--- src/rtl/ptw_pkg.sv ---
package ptw_pkg;
  localparam int VA_W      = 32;
  localparam int PA_W      = 36;
  localparam int ENT_W     = 32;
  localparam int OFF_W     = 12;
  localparam int PPN_W     = PA_W - OFF_W;
  localparam int VPN_W     = VA_W - OFF_W;
  localparam int KIND_W    = 2;
  localparam int ATTR_W    = 6;
  localparam int LVL_W     = 2;
  localparam int LAST_LVL  = 3;
  localparam int IX1_W     = 8;
  localparam int IX2_W     = 6;
  localparam int IX3_W     = 6;
  localparam int IX3_LSB   = OFF_W;
  localparam int IX2_LSB   = IX3_LSB + IX3_W;
  localparam int IX1_LSB   = IX2_LSB + IX2_W;
  localparam int IX_MAX_W  = IX1_W;
  localparam int ENT_LOG   = 2;
  localparam int TBL_ALIGN = 8;
  localparam int PTR_LSB   = ENT_W - (PA_W - TBL_ALIGN);
  localparam int ATTR_LSB  = KIND_W;
  localparam int PPN_LSB   = ENT_W - PPN_W;

  typedef enum logic [KIND_W-1:0] {
    KIND_INVALID = 2'd0,
    KIND_TABLE   = 2'd1,
    KIND_LEAF    = 2'd2,
    KIND_RSVD    = 2'd3
  } ent_kind_e;

  function automatic ent_kind_e ent_kind(input logic [ENT_W-1:0] e);
    return ent_kind_e'(e[KIND_W-1:0]);
  endfunction

  function automatic logic [PA_W-1:0] ent_next_base(input logic [ENT_W-1:0] e);
    return {e[ENT_W-1:PTR_LSB], {TBL_ALIGN{1'b0}}};
  endfunction

  // index into the table of level lvl, taken from the page-number part of the address
  function automatic logic [IX_MAX_W-1:0] vpn_index(input logic [VPN_W-1:0] vpn,
                                                    input logic [LVL_W-1:0] lvl);
    case (lvl)
      2'd1:    return vpn[IX1_LSB-OFF_W +: IX1_W];
      2'd2:    return IX_MAX_W'(vpn[IX2_LSB-OFF_W +: IX2_W]);
      2'd3:    return IX_MAX_W'(vpn[IX3_LSB-OFF_W +: IX3_W]);
      default: return '0;
    endcase
  endfunction

  function automatic logic [PA_W-1:0] entry_addr(input logic [PA_W-1:0] base,
                                                 input logic [VPN_W-1:0] vpn,
                                                 input logic [LVL_W-1:0] lvl);
    return base + PA_W'({vpn_index(vpn, lvl), {ENT_LOG{1'b0}}});
  endfunction

  // the larger the region, the more low page-number bits come from the virtual address
  function automatic logic [PA_W-1:0] merge_paddr(input logic [PPN_W-1:0] ppn,
                                                  input logic [VA_W-1:0]  va,
                                                  input logic [LVL_W-1:0] lvl);
    case (lvl)
      2'd0:    return {ppn[PPN_W-1 -: (PA_W-VA_W)], va};
      2'd1:    return {ppn[PPN_W-1 -: (PA_W-IX1_LSB)], va[IX1_LSB-1:0]};
      2'd2:    return {ppn[PPN_W-1 -: (PA_W-IX2_LSB)], va[IX2_LSB-1:0]};
      default: return {ppn, va[OFF_W-1:0]};
    endcase
  endfunction
endpackage

--- src/rtl/ptw_ent_decode.sv ---
module ptw_ent_decode
  import ptw_pkg::*;
(
  input  logic [ENT_W-1:0]  entry,
  output ent_kind_e         kind,
  output logic [PA_W-1:0]   next_base,
  output logic [PPN_W-1:0]  ppn,
  output logic [ATTR_W-1:0] attr
);
  always_comb begin
    kind      = ent_kind(entry);
    next_base = ent_next_base(entry);
    ppn       = entry[PPN_LSB +: PPN_W];
    attr      = entry[ATTR_LSB +: ATTR_W];
  end
endmodule

--- src/rtl/ptw_addr_gen.sv ---
module ptw_addr_gen
  import ptw_pkg::*;
(
  input  logic [PA_W-1:0]  base,
  input  logic [VPN_W-1:0] vpn,
  input  logic [LVL_W-1:0] lvl,
  output logic [PA_W-1:0]  addr
);
  always_comb addr = entry_addr(base, vpn, lvl);
endmodule

--- src/rtl/ptw_pa_merge.sv ---
module ptw_pa_merge
  import ptw_pkg::*;
(
  input  logic [PPN_W-1:0] ppn,
  input  logic [VA_W-1:0]  va,
  input  logic [LVL_W-1:0] lvl,
  output logic [PA_W-1:0]  paddr
);
  always_comb paddr = merge_paddr(ppn, va, lvl);
endmodule

--- src/rtl/ptw_walker.sv ---
module ptw_walker
  import ptw_pkg::*;
(
  input  logic              clk,
  input  logic              rst_n,
  input  logic [ENT_W-1:0]  root_entry,
  input  logic              req_valid,
  output logic              req_ready,
  input  logic [VA_W-1:0]   req_vaddr,
  output logic              rsp_valid,
  input  logic              rsp_ready,
  output logic [PA_W-1:0]   rsp_paddr,
  output logic [ATTR_W-1:0] rsp_attr,
  output logic [LVL_W-1:0]  rsp_level,
  output logic              rsp_fault,
  output logic              mem_req_valid,
  input  logic              mem_req_ready,
  output logic [PA_W-1:0]   mem_req_addr,
  input  logic              mem_rsp_valid,
  input  logic [ENT_W-1:0]  mem_rsp_data
);
  typedef enum logic [1:0] {S_IDLE, S_FETCH, S_WAIT, S_DONE} walk_state_e;

  walk_state_e       state_q, state_d;
  logic [VA_W-1:0]   va_q;
  logic [LVL_W-1:0]  lvl_q;
  logic [PA_W-1:0]   base_q;
  logic [PA_W-1:0]   res_paddr_q;
  logic [ATTR_W-1:0] res_attr_q;
  logic [LVL_W-1:0]  res_level_q;
  logic              res_fault_q;

  // named internal events
  logic in_idle, ev_accept, ev_mem_issue, ev_mem_return, ev_entry;
  logic ev_descend, ev_leaf, ev_fault, ev_rsp_done;

  logic [ENT_W-1:0]  ent_word;
  logic [LVL_W-1:0]  ent_lvl;
  logic [VA_W-1:0]   ent_va;
  ent_kind_e         dec_kind;
  logic [PA_W-1:0]   dec_base;
  logic [PPN_W-1:0]  dec_ppn;
  logic [ATTR_W-1:0] dec_attr;
  logic [PA_W-1:0]   leaf_paddr;

  assign in_idle       = (state_q == S_IDLE);
  assign ev_accept     = in_idle && req_valid;
  assign ev_mem_issue  = (state_q == S_FETCH) && mem_req_ready;
  assign ev_mem_return = (state_q == S_WAIT) && mem_rsp_valid;
  assign ev_entry      = ev_accept || ev_mem_return;
  assign ev_rsp_done   = (state_q == S_DONE) && rsp_ready;

  // the root entry is evaluated as level 0 at acceptance, memory entries afterwards
  assign ent_word = in_idle ? root_entry : mem_rsp_data;
  assign ent_lvl  = in_idle ? '0 : lvl_q;
  assign ent_va   = in_idle ? req_vaddr : va_q;

  ptw_ent_decode u_decode (
    .entry     (ent_word),
    .kind      (dec_kind),
    .next_base (dec_base),
    .ppn       (dec_ppn),
    .attr      (dec_attr)
  );

  ptw_pa_merge u_merge (
    .ppn   (dec_ppn),
    .va    (ent_va),
    .lvl   (ent_lvl),
    .paddr (leaf_paddr)
  );

  ptw_addr_gen u_addr (
    .base (base_q),
    .vpn  (va_q[VA_W-1:OFF_W]),
    .lvl  (lvl_q),
    .addr (mem_req_addr)
  );

  assign ev_descend = ev_entry && (dec_kind == KIND_TABLE) && (ent_lvl != LVL_W'(LAST_LVL));
  assign ev_leaf    = ev_entry && (dec_kind == KIND_LEAF);
  assign ev_fault   = ev_entry && !ev_descend && !ev_leaf;

  always_comb begin
    state_d = state_q;
    unique case (state_q)
      S_IDLE, S_WAIT: begin
        if (ev_descend)              state_d = S_FETCH;
        else if (ev_leaf || ev_fault) state_d = S_DONE;
      end
      S_FETCH: if (mem_req_ready) state_d = S_WAIT;
      S_DONE:  if (rsp_ready)     state_d = S_IDLE;
    endcase
  end

  always_ff @(posedge clk or negedge rst_n) begin
    if (!rst_n) begin
      state_q     <= S_IDLE;
      va_q        <= '0;
      lvl_q       <= '0;
      base_q      <= '0;
      res_paddr_q <= '0;
      res_attr_q  <= '0;
      res_level_q <= '0;
      res_fault_q <= 1'b0;
    end else begin
      state_q <= state_d;
      if (ev_accept) va_q <= req_vaddr;
      if (ev_descend) begin
        base_q <= dec_base;
        lvl_q  <= ent_lvl + 1'b1;
      end
      if (ev_leaf) begin
        res_paddr_q <= leaf_paddr;
        res_attr_q  <= dec_attr;
        res_level_q <= ent_lvl;
        res_fault_q <= 1'b0;
      end
      if (ev_fault) begin
        res_paddr_q <= '0;
        res_attr_q  <= '0;
        res_level_q <= ent_lvl;
        res_fault_q <= 1'b1;
      end
    end
  end

  assign req_ready     = in_idle;
  assign mem_req_valid = (state_q == S_FETCH);
  assign rsp_valid     = (state_q == S_DONE);
  assign rsp_paddr     = res_paddr_q;
  assign rsp_attr      = res_attr_q;
  assign rsp_level     = res_level_q;
  assign rsp_fault     = res_fault_q;

  // ---------------- assertions ----------------
  assert_idle_xor_result_R2: assert property (@(posedge clk) disable iff (!rst_n)
    !(req_ready && rsp_valid));

  assert_accept_closes_R2: assert property (@(posedge clk) disable iff (!rst_n)
    ev_accept |=> !req_ready);

  assert_read_held_R10: assert property (@(posedge clk) disable iff (!rst_n)
    (mem_req_valid && !mem_req_ready) |=> (mem_req_valid && $stable(mem_req_addr)));

  assert_single_outstanding_R10: assert property (@(posedge clk) disable iff (!rst_n)
    ev_mem_issue |=> !mem_req_valid);

  assert_result_held_R11: assert property (@(posedge clk) disable iff (!rst_n)
    (rsp_valid && !rsp_ready) |=> (rsp_valid && $stable(rsp_paddr) && $stable(rsp_attr)
                                   && $stable(rsp_level) && $stable(rsp_fault)));

  assert_result_taken_R11: assert property (@(posedge clk) disable iff (!rst_n)
    ev_rsp_done |=> !rsp_valid);

  assert_leaf_stops_R6: assert property (@(posedge clk) disable iff (!rst_n)
    ev_leaf |=> (rsp_valid && !mem_req_valid && !rsp_fault));

  assert_root_leaf_direct_R3: assert property (@(posedge clk) disable iff (!rst_n)
    (ev_accept && ent_kind(root_entry) == KIND_LEAF) |=> (rsp_valid && rsp_level == '0));

  assert_descend_reads_R4: assert property (@(posedge clk) disable iff (!rst_n)
    ev_descend |=> mem_req_valid);

  assert_fault_zeroed_R9: assert property (@(posedge clk) disable iff (!rst_n)
    (rsp_valid && rsp_fault) |-> (rsp_paddr == '0 && rsp_attr == '0));

  assert_offset_passes_R8: assert property (@(posedge clk) disable iff (!rst_n)
    (rsp_valid && !rsp_fault) |-> (rsp_paddr[OFF_W-1:0] == va_q[OFF_W-1:0]));
endmodule

--- config.mk ---
export PLATFORM = sky130hd
export DESIGN_NAME = ptw_walker
export DESIGN_NICKNAME = d
export VERILOG_FILES = /design/src/rtl/ptw_pkg.sv /design/src/rtl/ptw_ent_decode.sv /design/src/rtl/ptw_addr_gen.sv /design/src/rtl/ptw_pa_merge.sv /design/src/rtl/ptw_walker.sv
export SDC_FILE = /design/constraint.sdc
export NUM_CORES = 1
export LEC_CHECK = 0
export ABC_CLOCK_PERIOD_IN_PS = 4300
export CAP_MARGIN = 20
export CORE_UTILIZATION = 55
export DETAILED_ROUTE_END_ITERATION = 8
export DONT_BUFFER_PORTS = 1
export PLACE_DENSITY = 0.7
export RECOVER_POWER = 100
export SYNTH_ARGS = -nofsm -noshare
export SYNTH_HDL_FRONTEND = slang
export SYNTH_HIERARCHICAL = 1
export SYNTH_SLANG_ARGS = --single-unit
--- constraint.sdc ---
create_clock -name clk -period 4.3 [get_ports clk]
set_clock_uncertainty 0.2 [all_clocks]
set_input_delay 0.43 -clock clk [delete_from_list [all_inputs] [get_ports clk]]
set_output_delay 0.43 -clock clk [all_outputs]
set_load 0.005 [all_outputs]
Word-level counts from Yosys, hierarchy flattened --
Index checks and enable logic that the tools add are counted.
Storage, ports and cells: input port bits 102, output and inout port bits 84, word-level logic and storage cells 58, register bits 109
Operators by class: multiplexer cells 18, $add $sub $neg 2, reductions and logical operators 16, eq/ne operators 14
Operators with widths (number):
- $pmux W32 S3 | 1
- $mux W36 | 2
- $mux W32 | 2
- $add A36 B10 Y36 | 1
- $pmux W8 S3 | 1
- $mux W2 | 7
- $eq A2 B2 Y1 const B | 6
- $mux W6 | 2
- $eq A2 B1 Y1 const B | 4
- $logic_and A1 B1 Y1 | 7
- $pmux W2 S3 | 1
- $logic_not A2 Y1 | 2
- $ne A2 B1 Y1 const B | 2
- $ne A3 B3 Y1 const B | 1
- $reduce_and A3 Y1 | 1
- $add A2 B1 Y2 const B | 1
- $logic_not A1 Y1 | 2
- $logic_or A1 B1 Y1 | 2
- $mux W1 | 2
- $ne A2 B2 Y1 const B | 1
- $reduce_bool A2 Y1 | 1
- $reduce_or A2 Y1 | 1

Logic depth before layout (Yosys ltp) --
Gate-level depths: netlist of run 1.
depth in word-level cells 12, gate-level depth with buffers 13, gate-level depth less buffers 10

By module --
The synthesis of run 1 kept the hierarchy.
By module, submodules not included:
- ptw_walker | instances 1, cells an instance 346, area an instance 5171.2 µm², seq. area each 2927.8 µm²
- ptw_addr_gen | instances 1, cells an instance 155, area an instance 1121.1 µm², seq. area each 0.0 µm²
- ptw_ent_decode | instances 1, cells an instance 69, area an instance 514.2 µm², seq. area each 0.0 µm²
- ptw_pa_merge | instances 1, cells an instance 39, area an instance 406.6 µm², seq. area each 0.0 µm²

Least setup slack after synthesis of run 1 --
No wires, ideal clock.
path kind reg2out, from register lvl_q[0], to output mem_req_addr[30], required time 3.670 ns, stages on the path, launching flop included 14, buffers on the path 3, arrival 2.835 ns, slack 0.835 ns, cell sequence dfrtp_1 > clkbuf_1 > nor2b_1 > clkbuf_1 > a22o_1 > ha_1 > inv_1 > fa_1 > nand2b_1 > a21oi_1 > o211ai_1 > buf_2 > nor4_1 > xor2_1
On the way: cells in the longest elaborated chain, start to end 3, elaborated cells between the ends (all ways) 5, classes of those cells add/sub: 1; eq/ne: 3; mux: 1
RTL lines:
- start: declaration | line ptw_walker.sv:26 | logic [LVL_W-1:0] lvl_q;
- start signal: assignment | line ptw_walker.sv:111 | lvl_q <= ent_lvl + 1'b1;
- $eq A2 B2 Y1 or $eq A2 B1 Y1 (tied branches) | line ptw_pkg.sv:43 | case (lvl)
- $pmux W8 S3 (*) | line ptw_pkg.sv:43
- $add A36 B10 Y36 (*) | line ptw_pkg.sv:54 | return base + PA_W'({vpn_index(vpn, lvl), {ENT_LOG{1'b0}}});
- end: declaration | line ptw_walker.sv:18 | output logic [PA_W-1:0] mem_req_addr,
Every way passes the cells marked *; elsewhere a longest branch is shown, timed or not.

Worst setup path in the final report of run 1 --
from register lvl_q[0], to output mem_req_addr[32]
The elaborated chain is that of the path after synthesis.

==> flow_metrics.py, run 1 <==
metrics = {
    "detailed_routing": {
        "drt-met1-wl_um": 6920,
        "routed_wl_um": 16200,
        "drc_errors": 0,
        "drt-initial-drc-count": 233,
        "first_pass_iters": 5,
        "vias": 4381,
        "wl_met3_um": 1090,
        "via_per_inst": 5.89,
        "top_layer": "met4",
        "wl_met2_um": 8050,
        "postRouteAntennaNets": 0,
        "wl_per_cell_um": 21.8,
    },
    "power_and_ir_drop": {
        "vdd_ir_drop_max_uv": 542,
        "power_density_nw_per_um2": 830,
        "p_leak_nw": 3.26,
        "power_mw": 6.33,
    },
    "grt": {
        "grt-ovfl-total": 0,
        "grtUsageTotal": 0.248,
        "grt_pass1_wl_um": 24400,
        "antenna_found_initial": 0,
        "grt_max_degree": 118,
        "grt_pass1_vias": 4258,
    },
    "layout": {
        "antenna_cells": 0,
        "syn_to_final_growth_pct": 5.60,
        "drive_gt1_frac": 0.329,
        "nNetsFinal": 671,
    },
    "worst_setup_path": {
        "critPathLaunchType": "flop",
        "rrSetupSlack_ns": 0.51,
        "timing.rr.start": "state_q[0]",
        "worstSetupEndpointType": "output port",
        "cp_max_fo": 12,
        "arrival_ns": 3.45,
        "r2r-end": "rsp_level[0]",
        "worstPathRequired_ns": 3.67,
        "crit_type": "flop to output port",
        "rr_worst_depth": 7,
    },
    "logic_synthesis": {
        "syn_area_um2": 7210,
        "synth.most_common_cell": "mux2_2",
        "synth_seq_cells": 117,
        "ys_seq_area_frac": 0.406,
        "synth_top_area_cell": "dfrtp_1",
        "yosysTopAreaCellShare": 0.406,
        "synth.distinct_cells": 52,
        "synthTopCellsByCount": "mux2_2, dfrtp_1, buf_4",
        "syn_inst": 609,
        "ys.flop_type": "dfrtp_1",
        "yosysWarnings": 6,
        "ys_async_sr_fraction": 1.00,
        "synth_edf_count": 0,
        "synthTopCellsByArea": "dfrtp_1, mux2_2, buf_4, a22o_1, mux2_1",
        "synth_area_per_cell_um2": 11.8,
    },
    "clock_tree": {
        "cts_setup_buffers": 0,
        "cts_buffers": 17,
        "cts_tree": "yes",
        "clock_latency_ns": 0.41,
        "numClockSinks": 117,
        "clock_path_buffers": 2,
        "clk_pin_slew_ns": 0.06,
        "h-tree-depth": 4,
        "clock-root-buffer": "clkbuf_16",
    },
    "timing": {
        "worstMarginPinSlew_ns": 2.89,
        "hold_slack_ns": 0.0396,
        "max_freq_mhz": 245,
        "tns_ns": 0,
        "maxSlewViolCount": 164,
        "hold_viol_final": 0,
        "rsz0062_at_grt": "false",
        "setup_viol": 0,
        "fin_crit_ns": 4.08,
        "relSlewSlack": -0.924,
        "fin_crit_sh": 0.949,
    },
    "worst_hold_path": {
        "hold_depth": 3,
        "min_from": "mem_req_ready",
        "hold_class": "primary input to flop",
        "min_to": "state_q[0]",
    },
    "die": {
        "rows": 41,
        "boundaryPins": 186,
        "die_x_um": 117,
        "die-area_um2": 13600,
        "start_util": 0.567,
        "core_area_um2": 12700,
        "fp.dieH_um": 117,
    },
    "placement": {
        "port_buffers": 0,
        "dp_hpwl_um": 11200,
        "gp_congestion": 0.919,
    },
    "status": {
        "status": "finished, violations left",
        "violations": "capacitance limit, slew limit",
    },
    "job": {
        "max-cap-violations": 2,
    },
}
power breakdown:
part	leakage, nW	internal, mW	switching (mW)
clock	0.296	0.987	0.481
sequential	1.46	1.63	0.552
combinational	1.51	1.40	1.28
timing repair:
action	in CTS	in global routing
gates resized for setup	0	2
hold endpoints to repair	150	0
setup endpoints to repair	0	7
hold buffers	35	0
metal layers:
metal  track usage  vias to the layer above
li1              -                     2000
met1         0.320                     2196
met2         0.403                      174
met3        0.0758                       11
met4        0.0701                        0
met5             0                        -
worst max-delay path, cell delays in order (launching register included):
cell	delay, ns
dfrtp_1	0.53
nor2b_4	0.29
a22o_1	0.17
ha_1	0.19
inv_1	0.08
fa_1	0.39
nand2b_1	0.19
a21oi_1	0.19
o211ai_1	0.14
buf_4	0.20
nor4_1	0.42
xor2_1	0.24
cell usage in the layout, fill, tap and decap left out, drive strengths merged, types with 2 or more instances in the layout:
| cell | n |
|---|---|
| mux2 | 159 |
| dfrtp | 117 |
| a22o | 47 |
| dlygate4sd3 | 34 |
| clkbuf | 29 |
| nand2 | 18 |
| xnor2 | 17 |
| xor2 | 15 |
| nor2 | 12 |
| ha | 9 |
| nand4 | 9 |
| inv | 8 |
| a21oi | 8 |
| conb | 8 |
| o21ai | 7 |
| nor3 | 6 |
| and2 | 6 |
| nor4 | 5 |
| nor2b | 5 |
| buf | 5 |
| nand3 | 5 |
| a211oi | 4 |
| and3 | 4 |
| nand2b | 4 |
| mux2i | 3 |
| bufinv | 3 |
| clkinvlp | 3 |
| o211ai | 3 |
| o31ai | 2 |
| and4 | 2 |
| a21o | 2 |
| nor3b | 2 |
| or2 | 2 |
| or4 | 2 |
cells by family after synthesis:
kind of cell | Yosys count | synth area share
multiplexers | 162 | 0.257
buffers and inverters | 127 | 0.121
flip-flops | 117 | 0.406
AND/OR/NAND/NOR | 85 | 0.0774
AO/OA/AOI/OAI | 75 | 0.0812
XOR/XNOR | 32 | 0.0389
adder cells (fa/ha/maj) | 10 | 0.0184
other | 1 | 0.000520
layout make-up:
| class | instances | area, um2 |
|---|---|---|
| inverter | 8 | 30.0 |
| fill | 1070 | 5100 |
| multi-input combinational | 372 | 3410 |
| tap | 172 | 215 |
| timing repair buffer | 43 | 409 |
| clock buffer | 25 | 505 |
| clock inverter | 7 | 118 |
| sequential | 117 | 2930 |
how the worst max path moves through the flow:
stage,slack [ns],end,cells past startpoint,from
6_report,0.22,mem_req_addr[32],11,lvl_q[0]
5_1_grt,0.07,mem_req_addr[32],11,lvl_q[0]
4_1_cts,0.1,mem_req_addr[28],11,lvl_q[0]
3_5_place_dp,0.55,mem_req_addr[28],11,lvl_q[0]
3_3_place_gp,0.73,mem_req_addr[26],11,lvl_q[0]
2_1_floorplan,0.83,mem_req_addr[30],13,lvl_q[0]
sequential cells by signal, summed over array words and instances, names as in the netlist:
register   flops
rsp_attr       6
rsp_level      2
state_q        2
base_q        36
rsp_fault      1
rsp_paddr     36
lvl_q          2
va_q          32
per-stage QoR:
stage | instances | utilization | worst slack, ns | instance area [um2]
after CTS | 744 | 0.605 | 0.0973 | 7690
after detailed placement | 677 | 0.527 | 0.547 | 6700
after global routing | 744 | 0.599 | 0.0745 | 7620
final | 744 | 0.599 | 0.218 | 7620
after global placement | 677 | 0.527 | 0.727 | 6700
after floorplan | 616 | - | 0.835 | 7240
Note: power is estimated with default switching activity, not from simulation.
==> inputs of run 2 (changes only) <==
- CORE_UTILIZATION: 55 -> 65
- PLACE_DENSITY: 0.7 -> 0.81
==> run 2 against run 1 <==
- design area down 0.16%
- the run still ends with capacitance limit, slew limit left
- largest power group unchanged
- largest cell class unchanged
- non-clock buffer count up 12
- fmax up 1.2%
==> flow_metrics.py, run 2 (same netlist as run 1, synthesis figures left out) <==
metrics = {
    "worst_hold_path": {
        "hold_class": "primary input to flop",
        "min_from": "mem_rsp_data[4]",
    },
    "timing": {
        "maxSlewViolCount": 150,
        "hold_viol_final": 0,
        "relSlewSlack": -0.882,
        "tns_ns": 0,
        "worstMarginPinSlew_ns": 2.82,
        "fin_crit_sh": 0.938,
        "hold_slack_ns": 0.0405,
        "fin_crit_ns": 4.03,
        "max_freq_mhz": 248,
        "rsz0062_at_grt": "false",
        "setup_viol": 0,
    },
    "placement": {
        "dp_hpwl_um": 11300,
        "port_buffers": 0,
        "gp_congestion": 0.951,
    },
    "clock_tree": {
        "clock_path_buffers": 2,
        "clk_pin_slew_ns": 0.06,
        "numClockSinks": 117,
        "clock_latency_ns": 0.50,
        "clock-root-buffer": "clkbuf_8",
        "h-tree-depth": 4,
        "cts_tree": "yes",
        "cts_buffers": 17,
    },
    "worst_setup_path": {
        "worstPathRequired_ns": 3.67,
        "critPathLaunchType": "flop",
        "crit_type": "flop to output port",
        "cpPeakStageDelay_ns": 0.53,
        "arrival_ns": 3.40,
        "cp_max_fo": 9,
        "worstSetupEndpointType": "output port",
        "cp_cell_sequence": "nor2b_4, a22o_1, ha_1, inv_1, fa_1, nand2b_1, a21oi_1, o211ai_1, buf_4, clkbuf_1, nor3_1, xor2_1",
        "crit_start": "lvl_q[0]",
        "crit_slowest_cell": "dfrtp_1",
        "rrSetupSlack_ns": 0.34,
        "timing.rr.start": "state_q[0]",
    },
    "die": {
        "core_area_um2": 10800,
        "die-area_um2": 11500,
        "start_util": 0.665,
        "boundaryPins": 186,
        "rows": 38,
        "die_x_um": 107,
        "fp.dieH_um": 107,
    },
    "detailed_routing": {
        "drc_errors": 0,
        "routed_wl_um": 16700,
        "postRouteAntennaNets": 0,
        "first_pass_iters": 5,
        "vias": 4543,
        "wl_per_cell_um": 23.1,
        "drt-initial-drc-count": 325,
        "via_per_inst": 6.28,
    },
    "power_and_ir_drop": {
        "p_seq_frac": 0.351,
        "power_density_nw_per_um2": 826,
        "p_leak_nw": 3.26,
        "internal_power_mw": 3.88,
        "p_clk_frac": 0.214,
        "power_switching_share": 0.383,
        "p_switching_mw": 2.41,
        "vdd_ir_drop_max_uv": 443,
        "p_comb_frac": 0.435,
    },
    "job": {
        "max-cap-violations": 2,
    },
    "layout": {
        "nNetsFinal": 683,
        "antenna_cells": 0,
        "final_cell_mix": "mux2_2, dfrtp_1, a22o_1, dlygate4sd3_1, mux2_1",
        "syn_to_final_growth_pct": 5.43,
        "final_common_cell": "mux2_2",
        "drive_gt1_frac": 0.322,
    },
    "grt": {
        "antenna_found_initial": 0,
        "grt_use_met2": 0.489,
        "grtUsageTotal": 0.302,
        "grt_max_degree": 118,
        "grt-ovfl-total": 0,
        "use_met1": 0.389,
        "grt_pass1_vias": 4668,
        "top_usage_layer": "met2",
        "grt_pass1_wl_um": 26000,
        "grtUsageMet3": 0.0811,
    },
    "status": {
        "violations": "capacitance limit, slew limit",
        "status": "finished, violations left",
    },
}
==> run 2: cell types whose count changed in the layout (fill, tap and decap cells not counted), sizes merged <==
cell         delta
clkbuf          -3
clkinvlp        +1
inv             +3
buf             -1
dlygate4sd3     +9
bufinv          -1
clkinv          +3
==> run 2: layout make-up <==
type                    instances  area, um2
flip-flops and latches        117       2930
inverters                       8       30.0
clock inverters                13        151
well taps                     140        175
clock buffers                  18        418
repair buffers                 55        497
fillers                       730       3240
multi-input cells             372       3410
==> run 2: power groups by stage <==
stage	Combinational [mW]	Sequential (mW)	Clock (mW)
floorplan	2.58	1.97	0
global placement	2.53	2.17	0
detailed placement	2.63	2.21	0
CTS	2.75	2.20	1.37
global route	2.96	2.27	1.42
finish	2.73	2.20	1.35
==> run 2: stage by stage <==
| stage | power [mW] | utilization | cell area, um2 | setup WS [ns] | instances |
|---|---|---|---|---|---|
| floorplan | 4.54 | - | 7240 | 0.835 | 616 |
| global placement | 4.71 | 0.615 | 6670 | 0.528 | 646 |
| detailed placement | 4.84 | 0.615 | 6670 | 0.346 | 646 |
| CTS | 6.31 | 0.712 | 7710 | 0.212 | 723 |
| global route | 6.65 | 0.702 | 7600 | 0.0400 | 723 |
| finish | 6.28 | 0.702 | 7600 | 0.268 | 723 |
==> run 2: critical path: cells and delay by family (launching register included) <==
kind,cells,cell delay (ns)
AO/OA/AOI/OAI,3,0.50
XOR/XNOR,1,0.20
adder cells (fa/ha/maj),2,0.57
buffers and inverters,3,0.39
flip-flops,1,0.53
AND/OR/NAND/NOR,3,0.72
==> run 2: worst paths after layout <==
path / to / cells after the start
worst max register to register: base_q[4] / 7
worst max-delay path: mem_req_addr[34] / 12
worst min register to register: va_q[8] / 1
worst min-delay path: rsp_attr[2] / 2
min in group asynchronous: rsp_paddr[6] / 2
max in group asynchronous: rsp_paddr[22] / 2
==> run 2: per-layer routing <==
metal	wire, um	part of all wire	vias to the layer above
met3	1190	0.071	25
met2	8250	0.49	208
met5	0	0	-
met4	373	0.022	0
met1	6880	0.41	2290
li1	-	-	2020
==> run 2: what timing repair did <==
action,in CTS,in global routing
pin swaps,1,0
hold buffers,44,0
endpoints found under the setup margin,9,4
buffers inserted,2,0
endpoints found under the hold margin,167,0
resized for setup,1,1
